===== src/rtl/raster_pkg.sv =====
package raster_pkg;

    localparam int POS_W = 9;

    typedef logic [POS_W-1:0] pos_cnt_t;

    typedef struct packed {
        pos_cnt_t dot;
        pos_cnt_t line;
    } raster_pos_t;

    typedef struct packed {
        logic vbl_set;
        logic vbl_clr;
        logic spr_clr;
    } raster_evt_t;

    function automatic logic in_span(input pos_cnt_t v, input int lo, input int hi);
        return (int'(v) >= lo) && (int'(v) <= hi);
    endfunction

endpackage


===== src/rtl/raster_counter.sv =====
module raster_counter
    import raster_pkg::*;
#(
    parameter int DOTS    = 341,
    parameter int LINES   = 262,
    parameter int FRAME_W = 16
) (
    input  logic               clk,
    input  logic               rst,
    input  logic               render_en,
    output raster_pos_t        pos,
    output logic               odd,
    output logic [FRAME_W-1:0] frame
);
    localparam int LAST_DOT  = DOTS - 1;
    localparam int SKIP_DOT  = DOTS - 2;
    localparam int LAST_LINE = LINES - 1;

    logic end_of_line;
    logic end_of_frame;

    always_comb begin
        end_of_line  = (int'(pos.dot) == LAST_DOT);
        end_of_frame = (int'(pos.line) == LAST_LINE) &&
                       (end_of_line || (odd && render_en && int'(pos.dot) == SKIP_DOT));
    end

    always_ff @(posedge clk) begin
        if (rst) begin
            pos   <= '0;
            odd   <= 1'b0;
            frame <= '0;
        end else if (end_of_frame) begin
            pos   <= '0;
            odd   <= ~odd;
            frame <= frame + 1'b1;
        end else if (end_of_line) begin
            pos.dot  <= '0;
            pos.line <= pos.line + 1'b1;
        end else begin
            pos.dot <= pos.dot + 1'b1;
        end
    end
endmodule


===== src/rtl/raster_event_decode.sv =====
module raster_event_decode
    import raster_pkg::*;
#(
    parameter int VISIBLE_LINES = 240,
    parameter int VBL_LINE      = 241,
    parameter int PRE_LINE      = 261,
    parameter int FLAG_DOT      = 1,
    parameter int SPR_FIRST     = 257,
    parameter int SPR_LAST      = 320
) (
    input  raster_pos_t pos,
    output raster_evt_t evt
);
    logic on_flag_dot;
    logic fetch_line;

    always_comb begin
        on_flag_dot  = (int'(pos.dot) == FLAG_DOT);
        fetch_line   = (int'(pos.line) < VISIBLE_LINES) || (int'(pos.line) == PRE_LINE);
        evt.vbl_set  = on_flag_dot && (int'(pos.line) == VBL_LINE);
        evt.vbl_clr  = on_flag_dot && (int'(pos.line) == PRE_LINE);
        evt.spr_clr  = fetch_line && in_span(pos.dot, SPR_FIRST, SPR_LAST);
    end
endmodule


===== src/rtl/raster_vblank.sv =====
module raster_vblank
    import raster_pkg::*;
(
    input  logic        clk,
    input  logic        rst,
    input  raster_evt_t evt,
    input  logic        irq_en,
    output logic        flag,
    output logic        irq
);
    always_ff @(posedge clk) begin
        if (rst) begin
            flag <= 1'b0;
            irq  <= 1'b0;
        end else begin
            irq <= evt.vbl_set & irq_en;
            if (evt.vbl_set) begin
                flag <= 1'b1;
            end else if (evt.vbl_clr) begin
                flag <= 1'b0;
            end
        end
    end
endmodule


===== src/rtl/raster_timing_gen.sv =====
module raster_timing_gen
    import raster_pkg::*;
#(
    parameter int DOTS          = 341,
    parameter int LINES         = 262,
    parameter int VISIBLE_LINES = 240,
    parameter int VBL_LINE      = 241,
    parameter int SPR_FIRST     = 257,
    parameter int SPR_LAST      = 320,
    parameter int FRAME_W       = 16
) (
    input  logic               clk,
    input  logic               rst,
    input  logic               bg_en_i,
    input  logic               spr_en_i,
    input  logic               irq_en_i,
    output logic [POS_W-1:0]   dot_o,
    output logic [POS_W-1:0]   line_o,
    output logic [FRAME_W-1:0] frame_o,
    output logic               odd_frame_o,
    output logic               vblank_o,
    output logic               vblank_irq_o,
    output logic               spr_addr_clr_o
);
    localparam int PRE_LINE = LINES - 1;

    raster_pos_t pos;
    raster_evt_t evt;
    logic        render_en;

    assign render_en = bg_en_i | spr_en_i;

    raster_counter #(
        .DOTS(DOTS), .LINES(LINES), .FRAME_W(FRAME_W)
    ) u_cnt (
        .clk(clk), .rst(rst), .render_en(render_en),
        .pos(pos), .odd(odd_frame_o), .frame(frame_o)
    );

    raster_event_decode #(
        .VISIBLE_LINES(VISIBLE_LINES), .VBL_LINE(VBL_LINE), .PRE_LINE(PRE_LINE),
        .FLAG_DOT(1), .SPR_FIRST(SPR_FIRST), .SPR_LAST(SPR_LAST)
    ) u_dec (
        .pos(pos), .evt(evt)
    );

    raster_vblank u_vbl (
        .clk(clk), .rst(rst), .evt(evt), .irq_en(irq_en_i),
        .flag(vblank_o), .irq(vblank_irq_o)
    );

    assign dot_o          = pos.dot;
    assign line_o         = pos.line;
    assign spr_addr_clr_o = evt.spr_clr;
endmodule


===== config.mk =====
export PLATFORM = sky130hd
export DESIGN_NAME = raster_timing_gen
export DESIGN_NICKNAME = d
export VERILOG_FILES = /design/src/rtl/raster_pkg.sv /design/src/rtl/raster_counter.sv /design/src/rtl/raster_event_decode.sv /design/src/rtl/raster_vblank.sv /design/src/rtl/raster_timing_gen.sv
export SDC_FILE = /design/constraint.sdc
export NUM_CORES = 1
export LEC_CHECK = 0
export ABC_AREA = 1
export BUFFER_PORTS_ARGS = -buffer_cell sky130_fd_sc_hd__buf_4
export CAP_MARGIN = 10
export CORE_MARGIN = 2
export CORE_UTILIZATION = 24
export DETAILED_ROUTE_END_ITERATION = 6
export GPL_ROUTABILITY_DRIVEN = 0
export GPL_TIMING_DRIVEN = 1
export HOLD_SLACK_MARGIN = 0.15
export PLACE_DENSITY = 0.42
export SYNTH_ARGS = -nofsm -noshare
export SYNTH_HDL_FRONTEND = slang
export SYNTH_SLANG_ARGS = --single-unit

===== constraint.sdc =====
create_clock -name clk -period 2.2 [get_ports clk]
set_input_delay 0.22 -clock clk [delete_from_list [all_inputs] [get_ports clk]]
set_output_delay 0.22 -clock clk [all_outputs]
set_load 0.05 [all_outputs]

; Word level (Yosys, flattened, before mapping)
; Cells that the tools add are included.
[totals]
reg_bits = 37
word_cells = 34
[op_classes]
add_sub_neg = 3
n_mux = 2
reduce_logical = 12
bitwise = 3
n_eq_ne = 5
order_cmp = 3
[ops]
columns = cell, n
row1 = "9-bit == test, second input constant", 4
row2 = "9-bit by 1-bit adder with 9-bit output, second input constant", 2
row3 = "16-bit by 1-bit adder with 16-bit output, second input constant", 1
row4 = "9-bit by 2-bit == test with 1-bit output, second input constant", 1
row5 = "9-bit >= comparator, second input constant", 1
row6 = "9-bit <= comparator, second input constant", 1
row7 = "9-bit by 8-bit < comparator with 1-bit output, second input constant", 1
row8 = 1-bit logical AND, 7
row9 = 3-bit OR reduction, 1
row10 = 1-bit logical OR, 2
row11 = 1-bit 2-to-1 mux, 2
row12 = 2-bit nonzero test, 1
row13 = 2-bit OR reduction, 1
row14 = 1-bit bitwise AND, 1
row15 = 1-bit inverter, 1
row16 = 1-bit bitwise OR, 1

; Logic depth before layout (Yosys ltp)
[depth]
word_depth = 6
mapped_depth = 11

; Hierarchy
; From an unflattened synthesis, not the netlist that was laid out.
[hier_totals]
hier_cells = 354
area_unflattened_um2 = 2275.9
[by_module_without_submodules]
columns = module, n_inst, cells_each, area_each_um2
row1 = raster_counter, 1, 298, 1990.7
row2 = raster_event_decode, 1, 44, 201.4
row3 = raster_vblank, 1, 9, 72.6
row4 = raster_timing_gen, 1, 3, 11.3

; Least setup slack after synthesis
; No wires, ideal clock.
[synth_path]
path_type = flip-flop to output port
from = register u_cnt.pos[0] (netlist name)
to = output spr_addr_clr_o
path_buffers = 0
t_arrival_ps = 2044
stages_incl_launch_ff = 6
slack_ps = -64
cell_sequence = dfxtp_1 ha_1 nand3_1 nor2_1 nor2_1 nor2_1
[synth_via]
elab_chain_cells = 3
elab_cells_between_ends = 4
cone_classes = order compare (1) / eq/ne (1) / reduce/logical (2)
[synth_rtl]
columns = item, line_no
row1 = 9-bit by 8-bit < comparator with 1-bit output or 9-bit == test (tied branches), raster_event_decode.sv:19  ; fetch_line = (int'(pos.line) < VISIBLE_LINES) || (int'(pos.line) == PRE_LINE);
row2 = 1-bit logical OR *, raster_event_decode.sv:19
row3 = 1-bit logical AND *, raster_event_decode.sv:22  ; evt.spr_clr = fetch_line && in_span(pos.dot, SPR_FIRST, SPR_LAST);
row4 = to (decl), raster_timing_gen.sv:23  ; output logic spr_addr_clr_o
; Mark *: on every way between the ends. The rest lies on a longest branch, timed or not.

; Worst setup path after layout
[layout_path]
from = register u_cnt.pos[0] (netlist name)
to = output spr_addr_clr_o
[layout_via]
elab_chain_cells = 3
elab_cells_between_ends = 4
cone_classes = order compare (1) / eq/ne (1) / reduce/logical (2)
[layout_rtl]
columns = item, line_no
row1 = 9-bit by 8-bit < comparator with 1-bit output or 9-bit == test (tied branches), raster_event_decode.sv:19
row2 = 1-bit logical OR *, raster_event_decode.sv:19
row3 = 1-bit logical AND *, raster_event_decode.sv:22
; Marks and branches as above.

==> out/results.tsv <==
metric	value	unit
DRC viols	0	
Slew headroom	64.9	%
Hold-fix buffers, CTS	0	
CP arrival	1.80	ns
CP Buf/Inv Count	1	
cell taking the most area after synthesis	dfxtp_1	
setup bufs post-CTS	0	
CTS max path bufs	2	
hold depth	3	
grt ovf	0	
Hold Path Class	input port to register	
DIE WIDTH	99.6	um
most frequent cells in the layout	nand2_1, buf_4, nor2_1, dfxtp_1, inv_1	
root buffer cell	clkbuf_8	
Die H	99.6	um
Mapped Avg Cell Area	6.66	um2
Core Region	8810	um2
met1 usage	16.3	%
PortBufs	42	
max_cap viols	0	
CP max FO	5	
first-pass GRT wire length	9.49	mm
io pins	43	
clock slew at reported path FFs	0.08	ns
Synth Register Bits	37	
DP Area	2610	um2
vias per cell	4.36	
worst skew pair latency	0.29	ns
gr busiest metal	met2	
vias	2102	
DRT antenna net count	0	
share of cells above drive strength 1	19.8	%
maximum VDD drop	0.172	mV
RSZ-0062 raised after global routing	false	
Crit Path Class	register to output pin	
number of global-route vias before repair	1973	
Tmin final	2.02	ns
final wirelength	5.77	mm
max frequency	494	MHz
Final #Nets	385	
Cell Chain, Critical Path	ha_1 > nand3_1 > nor2_1 > nor2_1 > nor2_2 > buf_4	
Routed WL per cell	12.0	um
met3 Use GR	2.39	%
CP top delay family	simple AND/OR/NAND/NOR gates	
CP required	1.98	ns
CP max stage cell	dfxtp_1	
Initial DRC Count	75	
Synth warnings	0	
commonest non-fill, non-tap cell in the layout	nand2_1	
Synth Instances	329	
most used cell, CP	nor2_1	
CP startpoint kind	register	
Layout Skew	0.00534	ns
Leak	0.00106	uW
CTS Sinks	37	
endpoints failing setup	0	
Initial Util	24.9	%
Seq/Total Area, Yosys	33.8	%
Fill cells	958	
final slew viol count	0	
FF-to-FF path depth	8	
ANT cells	0	
Synth top area share	33.8	%
status	finished, final reports clean	
Resized Gates After CTS	0	
nature of the critical path endpoint	output pin	
Final Cell Area	2700	um2
Pwr Density	461	nW/um2
Num CTS Buffers	5	
GR Util All Layers	11.9	%
Synth area leaders	dfxtp_1, nand2_1, nor2_1, inv_1, a21oi_1	
pin count of the biggest net entering global routing	18	
Syn Std Cell Area	2190	um2
clock tree from TritonCTS	yes	
Setup TNS	0	ns
area of the multi-input gates	1260	um2
Final Cycle Share	92.0	%
Rows	34	
Yosys cell types	29	
Initial DRT Pass Iterations	4	
antenna violations before repair	0	
post-DP HPWL	4.34	mm
R2R Setup Slk	0.41	ns
WP depth	6	
net count after synthesis	340	
Tightest Pin Transition	0.523	ns
met2 Track Usage GR	18.8	%
Slowest Stage Delay on Critical Path	0.41	ns
Synth-to-Final Area Change	23.1	%
Die ar.	9910	um2
FF+latch area	741	um2
Final Hold Vio Count	0	
htree depth	2	
-- cell families (layout without fill, tap and decap cells) --
family / count (synthesis) / count (layout) / share of synthesized area (%)
adder cells (fa/ha/maj): 6 / 6 / 3.42
buffers and inverters: 45 / 90 / 8.73
flip-flops: 37 / 37 / 33.8
AND/OR/NAND/NOR: 196 / 196 / 40.7
XOR/XNOR: 13 / 13 / 5.19
AO/OA/AOI/OAI: 32 / 32 / 8.16
-- cell type report --
| cell class | count | area share, % |
|---|---|---|
| sequential | 37 | 27.5 |
| inverter | 40 | 5.57 |
| multi-input combinational | 247 | 46.8 |
| timing repair buffer | 43 | 12.0 |
| clock buffer | 7 | 3.20 |
| tap | 108 | 5.01 |
-- cells in the mapped netlist, drive strengths merged --
| cell type | count |
|---|---|
| a21oi | 26 |
| buf | 3 |
| clkbuf | 2 |
| dfxtp | 37 |
| ha | 6 |
| inv | 40 |
| nand2 | 103 |
| nand3 | 24 |
| nand3b | 2 |
| nand4 | 11 |
| nor2 | 41 |
| nor3 | 11 |
| nor4 | 1 |
| o21ai | 6 |
| or2 | 2 |
| or3 | 1 |
| xnor2 | 2 |
| xor2 | 11 |
-- stage by stage --
stage / hold WS (ns) / power, uW / worst slack, ns / utilization, % / cells
2_1_floorplan: 0.348 / 743 / 0.145 / - / 329
3_3_place_gp: 0.469 / 769 / 0.444 / 29.7 / 475
3_5_place_dp: 0.462 / 767 / 0.395 / 29.7 / 475
4_1_cts: 0.164 / 1270 / 0.157 / 30.6 / 482
5_1_grt: 0.171 / 1300 / 0.0125 / 30.6 / 482
6_report: 0.167 / 1240 / 0.177 / 30.6 / 482
-- sequential cells by signal, summed over array words and instances, names as in the netlist --
register / flops
u_cnt.frame: 16
u_cnt.odd: 1
u_cnt.pos: 18
u_vbl.flag: 1
u_vbl.irq: 1
-- final timing paths --
| path | from | to |
|---|---|---|
| min reg2reg | u_vbl.flag | u_vbl.flag |
| min | irq_en_i | u_vbl.irq |
| max | u_cnt.pos[0] | spr_addr_clr_o |
| max reg2reg | u_cnt.pos[9] | u_cnt.pos[8] |
-- where the power goes --
group,internal (uW),switching [uW]
sequential,674,7.07
clock,249,243
combinational,22.8,47.5
total,946,298
-- routing by layer --
metal	wire length (um)	vias up
met5	0	-
met4	40	0
met3	167	2
met2	2620	40
met1	2940	921
li1	-	1139
-- worst register-to-register path, stage by stage, from the launching register on --
cell and delay [ns]:
dfxtp_1 0.45, ha_1 0.24, nand2_1 0.07, nor2_1 0.15, nand3_2 0.14, nand2_4 0.16
nand2_4 0.17, nand2_2 0.23, a21oi_1 0.07
Power figures use the tool's default switching activity.
